`src/rtl/gate_ctrl_pkg.sv`:
```
package gate_ctrl_pkg;

    // command pair encoding {top, bot}
    localparam logic [1:0] REQ_NONE = 2'b00;
    localparam logic [1:0] REQ_BOT  = 2'b01;
    localparam logic [1:0] REQ_TOP  = 2'b10;
    localparam logic [1:0] REQ_BAD  = 2'b11;

    typedef enum logic [1:0] {
        LEG_IDLE  = 2'd0,
        LEG_UPPER = 2'd1,
        LEG_LOWER = 2'd2,
        LEG_GAP   = 2'd3
    } leg_state_e;

    function automatic logic [1:0] req_of(input leg_state_e st);
        case (st)
            LEG_UPPER: req_of = REQ_TOP;
            LEG_LOWER: req_of = REQ_BOT;
            default:   req_of = REQ_NONE;
        endcase
    endfunction

endpackage

```
`src/rtl/gate_cmd_qual.sv`:
```
module gate_cmd_qual
    import gate_ctrl_pkg::*;
#(
    parameter int CW = 8
) (
    input  logic          clk,
    input  logic          rst,
    input  logic [1:0]    raw_i,
    input  logic [CW-1:0] min_i,
    output logic [1:0]    req_o,
    output logic          bad_o
);

    typedef struct packed {
        logic [1:0]    raw;
        logic [1:0]    cand;
        logic [1:0]    filt;
        logic [CW-1:0] cnt;
    } qual_t;

    qual_t q, d;
    logic [CW-1:0] need;
    logic [CW-1:0] run;

    always_comb begin
        d      = q;
        d.raw  = raw_i;
        d.cand = q.raw;
        need   = (min_i == '0) ? CW'(1) : min_i;
        if (q.raw != q.cand)
            run = CW'(1);
        else if (q.cnt == {CW{1'b1}})
            run = q.cnt;
        else
            run = q.cnt + 1'b1;

        if (q.raw == REQ_BAD) begin
            d.filt = REQ_NONE;
            d.cnt  = '0;
        end else if (q.raw == q.filt) begin
            d.cnt = '0;
        end else if (run >= need) begin
            d.filt = q.raw;
            d.cnt  = '0;
        end else begin
            d.cnt = run;
        end
    end

    always_ff @(posedge clk) begin
        if (rst) begin
            q <= '0;
        end else begin
            q <= d;
        end
    end

    assign req_o = q.filt;
    assign bad_o = (q.raw == REQ_BAD);

endmodule

```
`src/rtl/gate_leg_fsm.sv`:
```
module gate_leg_fsm
    import gate_ctrl_pkg::*;
#(
    parameter int CW = 8
) (
    input  logic          clk,
    input  logic          rst,
    input  logic [1:0]    req_i,
    input  logic          bad_i,
    input  logic [CW-1:0] dt_i,
    input  logic [CW-1:0] mp_i,
    output logic [CW-1:0] mp_o,
    output logic          gt_o,
    output logic          gb_o,
    output logic          flt_o
);

    typedef struct packed {
        leg_state_e    st;
        leg_state_e    tgt;
        logic [CW-1:0] cnt;
        logic [CW-1:0] dt;
        logic [CW-1:0] mp;
        logic          gt;
        logic          gb;
        logic          flt;
    } leg_t;

    localparam leg_t LEG_RST = '{
        st: LEG_IDLE, tgt: LEG_IDLE, cnt: '0,
        dt: CW'(1), mp: CW'(1), gt: 1'b0, gb: 1'b0, flt: 1'b0
    };

    leg_t q, d;
    logic [CW:0] gap_len;
    logic        gap_done;

    always_comb begin
        d        = q;
        gap_len  = (q.dt == '0) ? (CW+1)'(1) : {1'b0, q.dt};
        gap_done = ({1'b0, q.cnt} + (CW+1)'(1)) >= gap_len;

        if (q.st == LEG_IDLE) begin
            d.dt = dt_i;
            d.mp = mp_i;
        end

        if (bad_i) begin
            d.st  = LEG_IDLE;
            d.flt = 1'b1;
        end else begin
            case (q.st)
                LEG_IDLE: begin
                    if (req_i == REQ_TOP) begin
                        d.st = LEG_GAP; d.tgt = LEG_UPPER; d.cnt = '0;
                    end else if (req_i == REQ_BOT) begin
                        d.st = LEG_GAP; d.tgt = LEG_LOWER; d.cnt = '0;
                    end
                end
                LEG_UPPER: begin
                    if (req_i == REQ_BOT) begin
                        d.st = LEG_GAP; d.tgt = LEG_LOWER; d.cnt = '0;
                    end else if (req_i == REQ_NONE) begin
                        d.st = LEG_IDLE;
                    end
                end
                LEG_LOWER: begin
                    if (req_i == REQ_TOP) begin
                        d.st = LEG_GAP; d.tgt = LEG_UPPER; d.cnt = '0;
                    end else if (req_i == REQ_NONE) begin
                        d.st = LEG_IDLE;
                    end
                end
                default: begin
                    if (req_i == REQ_NONE) begin
                        d.st = LEG_IDLE;
                    end else if (req_i != req_of(q.tgt)) begin
                        d.tgt = (req_i == REQ_TOP) ? LEG_UPPER : LEG_LOWER;
                        d.cnt = '0;
                    end else if (gap_done) begin
                        d.st = q.tgt;
                    end else begin
                        d.cnt = q.cnt + 1'b1;
                    end
                end
            endcase
        end

        d.gt = (d.st == LEG_UPPER);
        d.gb = (d.st == LEG_LOWER);
    end

    always_ff @(posedge clk) begin
        if (rst) begin
            q <= LEG_RST;
        end else begin
            q <= d;
        end
    end

    assign mp_o  = q.mp;
    assign gt_o  = q.gt;
    assign gb_o  = q.gb;
    assign flt_o = q.flt;

endmodule

```
`src/rtl/gate_ctrl.sv`:
```
module gate_ctrl #(
    parameter int LEGS = 3,
    parameter int CW   = 8
) (
    input  logic            clk,
    input  logic            rst,
    input  logic [LEGS-1:0] cmd_top,
    input  logic [LEGS-1:0] cmd_bot,
    input  logic [CW-1:0]   dead_cnt,
    input  logic [CW-1:0]   min_pulse,
    output logic [LEGS-1:0] gate_top,
    output logic [LEGS-1:0] gate_bot,
    output logic [LEGS-1:0] fault
);

    for (genvar g = 0; g < LEGS; g++) begin : g_leg
        logic [1:0]    req;
        logic          bad;
        logic [CW-1:0] mp_held;

        gate_cmd_qual #(.CW(CW)) u_qual (
            .clk   (clk),
            .rst   (rst),
            .raw_i ({cmd_top[g], cmd_bot[g]}),
            .min_i (mp_held),
            .req_o (req),
            .bad_o (bad)
        );

        gate_leg_fsm #(.CW(CW)) u_fsm (
            .clk   (clk),
            .rst   (rst),
            .req_i (req),
            .bad_i (bad),
            .dt_i  (dead_cnt),
            .mp_i  (min_pulse),
            .mp_o  (mp_held),
            .gt_o  (gate_top[g]),
            .gb_o  (gate_bot[g]),
            .flt_o (fault[g])
        );
    end

endmodule

```
`config.mk`:
```
export PLATFORM = sky130hd
export DESIGN_NAME = gate_ctrl
export DESIGN_NICKNAME = d
export VERILOG_FILES = /design/src/rtl/gate_ctrl_pkg.sv /design/src/rtl/gate_cmd_qual.sv /design/src/rtl/gate_leg_fsm.sv /design/src/rtl/gate_ctrl.sv
export SDC_FILE = /design/constraint.sdc
export NUM_CORES = 1
export LEC_CHECK = 0
export ABC_CLOCK_PERIOD_IN_PS = 3400
export BUFFER_PORTS_ARGS = -buffer_cell sky130_fd_sc_hd__clkbuf_2
export CAP_MARGIN = 30
export CORE_MARGIN = 2
export CORE_UTILIZATION = 60
export DETAILED_ROUTE_END_ITERATION = 8
export PLACE_DENSITY_LB_ADDON = 0.1
export SLEW_MARGIN = 20
export SYNTH_ARGS = -nofsm -noshare
export SYNTH_HDL_FRONTEND = slang
export SYNTH_SLANG_ARGS = --single-unit
```
`constraint.sdc`:
```
create_clock -name clk -period 3.4 [get_ports clk]
set_input_delay 0 -clock clk [delete_from_list [all_inputs] [get_ports clk]]
set_output_delay 0 -clock clk [all_outputs]
set_load 0.01 [all_outputs]
```
==> load_flow_metrics.sql <==
INSERT INTO impl_metrics (metric_group, metric, value, unit) VALUES
('timing', 'timing.final.max_slew_violations', '0', ''),
('worst_setup_path', 'crit_type', 'reg -> reg', ''),
('placement', 'dpl-instance-area', '8428', 'µm²'),
('timing', 'finalHoldViolCount', '0', ''),
('yosys', 'synthCells', '955', ''),
('floorplan', 'number_of_primary_i_o_pins', '33', ''),
('timing', 'maxSlewHeadroom', '0.5925', ''),
('worst_setup_path', 'critPathLaunchType', 'register', ''),
('yosys', 'synthArstFlopShare', '0', ''),
('finish', 'layout_common_cells', 'sky130_fd_sc_hd__dfxtp_1 (134), sky130_fd_sc_hd__nor2_1 (104), sky130_fd_sc_hd__ha_1 (78)', ''),
('timing', 'worst-slew-pin-transition', '0.6034', 'ns'),
('placement', 'io_buffer_count', '32', ''),
('worst_setup_path', 'rrSetupSlack', '0.17', 'ns'),
('route', 'drt-pass1-iter-count', '5', ''),
('global_routing', 'grt_max_degree', '59', ''),
('cts', 'cts_buffer_depth', '2', ''),
('route', 'route.antenna.remaining_nets', '0', ''),
('pwr', 'p_leak', '0.004164', 'µW'),
('timing', 'rsz0062_at_grt', 'yes', ''),
('finish', 'post_route_cells_drive_above_1_share', '0.09804', ''),
('timing', 'final_critical_path_setup_slack', '0.1687', 'ns'),
('yosys', 'yosys.cell_types.count', '71', ''),
('finish', 'stdcell_area', '9343', 'µm²'),
('yosys', 'number_of_synthesized_register_bits', '135', ''),
('global_routing', 'grt_first_pass_wirelength', '30490', 'µm'),
('worst_setup_path', 'worst_path_max_delay_cell', 'sky130_fd_sc_hd__a2111oi_2', ''),
('route', 'first_iter_violations', '695', ''),
('finish', 'final.fill_count', '1077', ''),
('cts', 'numCtsBuffers', '17', ''),
('pwr', 'peakVddDrop', '400.0', 'µV'),
('placement', 'placed_cells', '1135', ''),
('run_status', 'outcome', 'completed', ''),
('hold_path', 'timing.hold.worst.class', 'in -> reg', ''),
('timing', 'max_freq', '309.5', 'MHz'),
('timing', 'final_setup_violation_count', '0', ''),
('placement', 'place.gp.congestion', '0.8414', ''),
('finish', 'multi_input_gate_area_in_the_final_layout', '4982', 'µm²'),
('finish', 'most_common_library_cell_in_the_layout_ignoring_fill_and_taps', 'sky130_fd_sc_hd__dfxtp_1', ''),
('yosys', 'synth.avg_cell_area', '8.506', 'µm²'),
('yosys', 'yosysSeqAreaShare', '0.3327', ''),
('finish', 'area_growth_syn_to_fin', '15.02', '%'),
('worst_setup_path', 'endpoint_kind', 'register', ''),
('route', 'wire_per_inst', '14.91', 'µm'),
('timing', 'final_min_period_over_clock_period', '0.9504', ''),
('cts', 'tritoncts_num_sinks', '135', ''),
('worst_setup_path', 'cp.arrival', '3.56', 'ns'),
('route', 'vias_per_cell', '5.824', ''),
('job', 'cap_violations', '0', ''),
('route', 'detail_route.wirelength', '17840', 'µm'),
('global_routing', 'grt-ovfl-total', '0', ''),
('global_routing', 'first_global_vias', '6482', ''),
('finish', 'flip_flop_and_latch_area', '2704', 'µm²'),
('yosys', 'yosysWarningCount', '0', ''),
('yosys', 'synth_flop_cell', 'sky130_fd_sc_hd__dfxtp_1', ''),
('worst_setup_path', 'path_common_cell', 'sky130_fd_sc_hd__ha_1', ''),
('worst_setup_path', 'worst-endpoint-required', '3.73', 'ns'),
('finish', 'finalNetCount', '1109', ''),
('cts', 'cts_htree_levels', '4', ''),
('yosys', 'netlist_area_before_placement', '8123', 'µm²'),
('pwr', 'power.total', '4513', 'µW'),
('cts', 'clock_latency', '0.42', 'ns'),
('global_routing', 'global_route.usage.total', '0.2579', ''),
('placement', 'pre_cts_ws', '0.1400', 'ns'),
('worst_setup_path', 'cpPeakStageDelay', '0.48', 'ns'),
('floorplan', 'starting_density', '0.6134', ''),
('yosys', 'netlist.top_cell.by_area', 'sky130_fd_sc_hd__dfxtp_1', ''),
('yosys', 'postSynthNetCount', '1057', ''),
('floorplan', 'die_h', '120.4', 'µm'),
('timing', 'final.setup.tns', '0', 'ns'),
('global_routing', 'initial_antenna_violation_count', '0', ''),
('timing', 'timing.final.crit_period', '3.231', 'ns');
critical path, delay by kind of cell (launching register included):
| family | cells | cell delay (ns) |
|---|---|---|
| xor+xnor | 1 | 0.14 |
| simple gates | 4 | 0.92 |
| fa+ha+maj | 2 | 0.54 |
| compound gates | 4 | 1.13 |
| flops | 1 | 0.41 |
flip-flops by register name, summed over array words and instances (netlist names):
signal and cells:
g_leg.u_fsm.flt_o 3, g_leg.u_fsm.gb_o 3, g_leg.u_fsm.q 60, g_leg.u_qual.req_o 6, g_leg.u_qual.d 6, g_leg.u_fsm.mp_o 24, g_leg.u_qual.q 30, g_leg.u_fsm.gt_o 3
per-layer routing:
layer / routed length (µm) / vias to the layer above / track usage / share of wire
met1: 8633 / 3229 / 0.3560 / 0.48
met5: 0 / - / 0 / 0
li1: - / 3532 / - / -
met2: 8149 / 189 / 0.4077 / 0.46
met4: 233 / 0 / 0.08358 / 0.013
met3: 820 / 16 / 0.04953 / 0.046
what timing repair did:
action                     4_1_cts  5_1_grt
hold buffers                    22        0
setup endpoints to repair        0       29
hold endpoints to repair        54        0
setup buffers                    0        6
gates resized for setup          0        6
where the power goes:
part	internal, µW	switching [µW]	total, µW	leakage (µW)
registers	1670	79.7	1750	0.00111
clock network	1260	662	1920	0.000301
logic	365	471	836	0.00276
logic make-up (layout without fill, tap and decap cells):
group	after synthesis	in the layout	synth area share
compound gates	185	186	0.1600
flops	135	135	0.3327
simple gates	342	342	0.2087
mux	67	67	0.08380
buf+inv	114	178	0.05792
fa+ha+maj	78	78	0.1201
xor+xnor	34	34	0.03666
layout make-up:
class | count | share of cell area
Multi-Input combinational cell | 707 | 0.5333
Sequential cell | 135 | 0.2894
Timing Repair Buffer | 74 | 0.05893
Clock buffer | 23 | 0.05009
Inverter | 72 | 0.02893
Tap cell | 176 | 0.02357
Clock inverter | 9 | 0.01580
stage by stage:
stage                       util  hold slack, ns
after floorplan                -          0.1282
after global placement    0.6344          0.2133
after detailed placement  0.6364          0.2141
after CTS                 0.6995         0.08010
after global routing      0.7055          0.1031
final                     0.7055         0.08967
cells in the mapped netlist (all sizes together), types with 2 or more instances:
cell type  instances
a211oi            11
nor2b             20
o32ai              2
nor3b              5
and4               2
inv               71
nand2b            11
buf               17
a32o               5
nor2             104
or2                3
o21a               4
clkbuf            25
o221ai             2
nor4              17
a31oi              8
o22ai              5
dfxtp            135
xnor2             17
or4                4
mux2i             62
o31a               6
a2111oi            6
nor3              30
ha                78
nand3             34
o211a              3
a211o              3
nand2             59
mux2               5
o31ai              6
a41o               7
o211ai             8
a21oi             49
nand4             17
a221oi             3
xor2              17
and3              17
and2               6
o21ai             29
o2111a             2
and3b              2
or3                6
a21o              16
a222oi             2
worst paths after layout:
kind	from	end	cells after the start
hold reg to reg	g_leg[0].u_fsm.flt_o	g_leg[0].u_fsm.flt_o	2
hold / removal	rst	g_leg[1].u_fsm.q[12]	3
setup / recovery	g_leg[1].u_fsm.q[19]	g_leg[1].u_fsm.q[25]	11
setup reg to reg	g_leg[1].u_fsm.q[19]	g_leg[1].u_fsm.q[25]	11
Note: power is estimated with default switching activity, not from simulation.
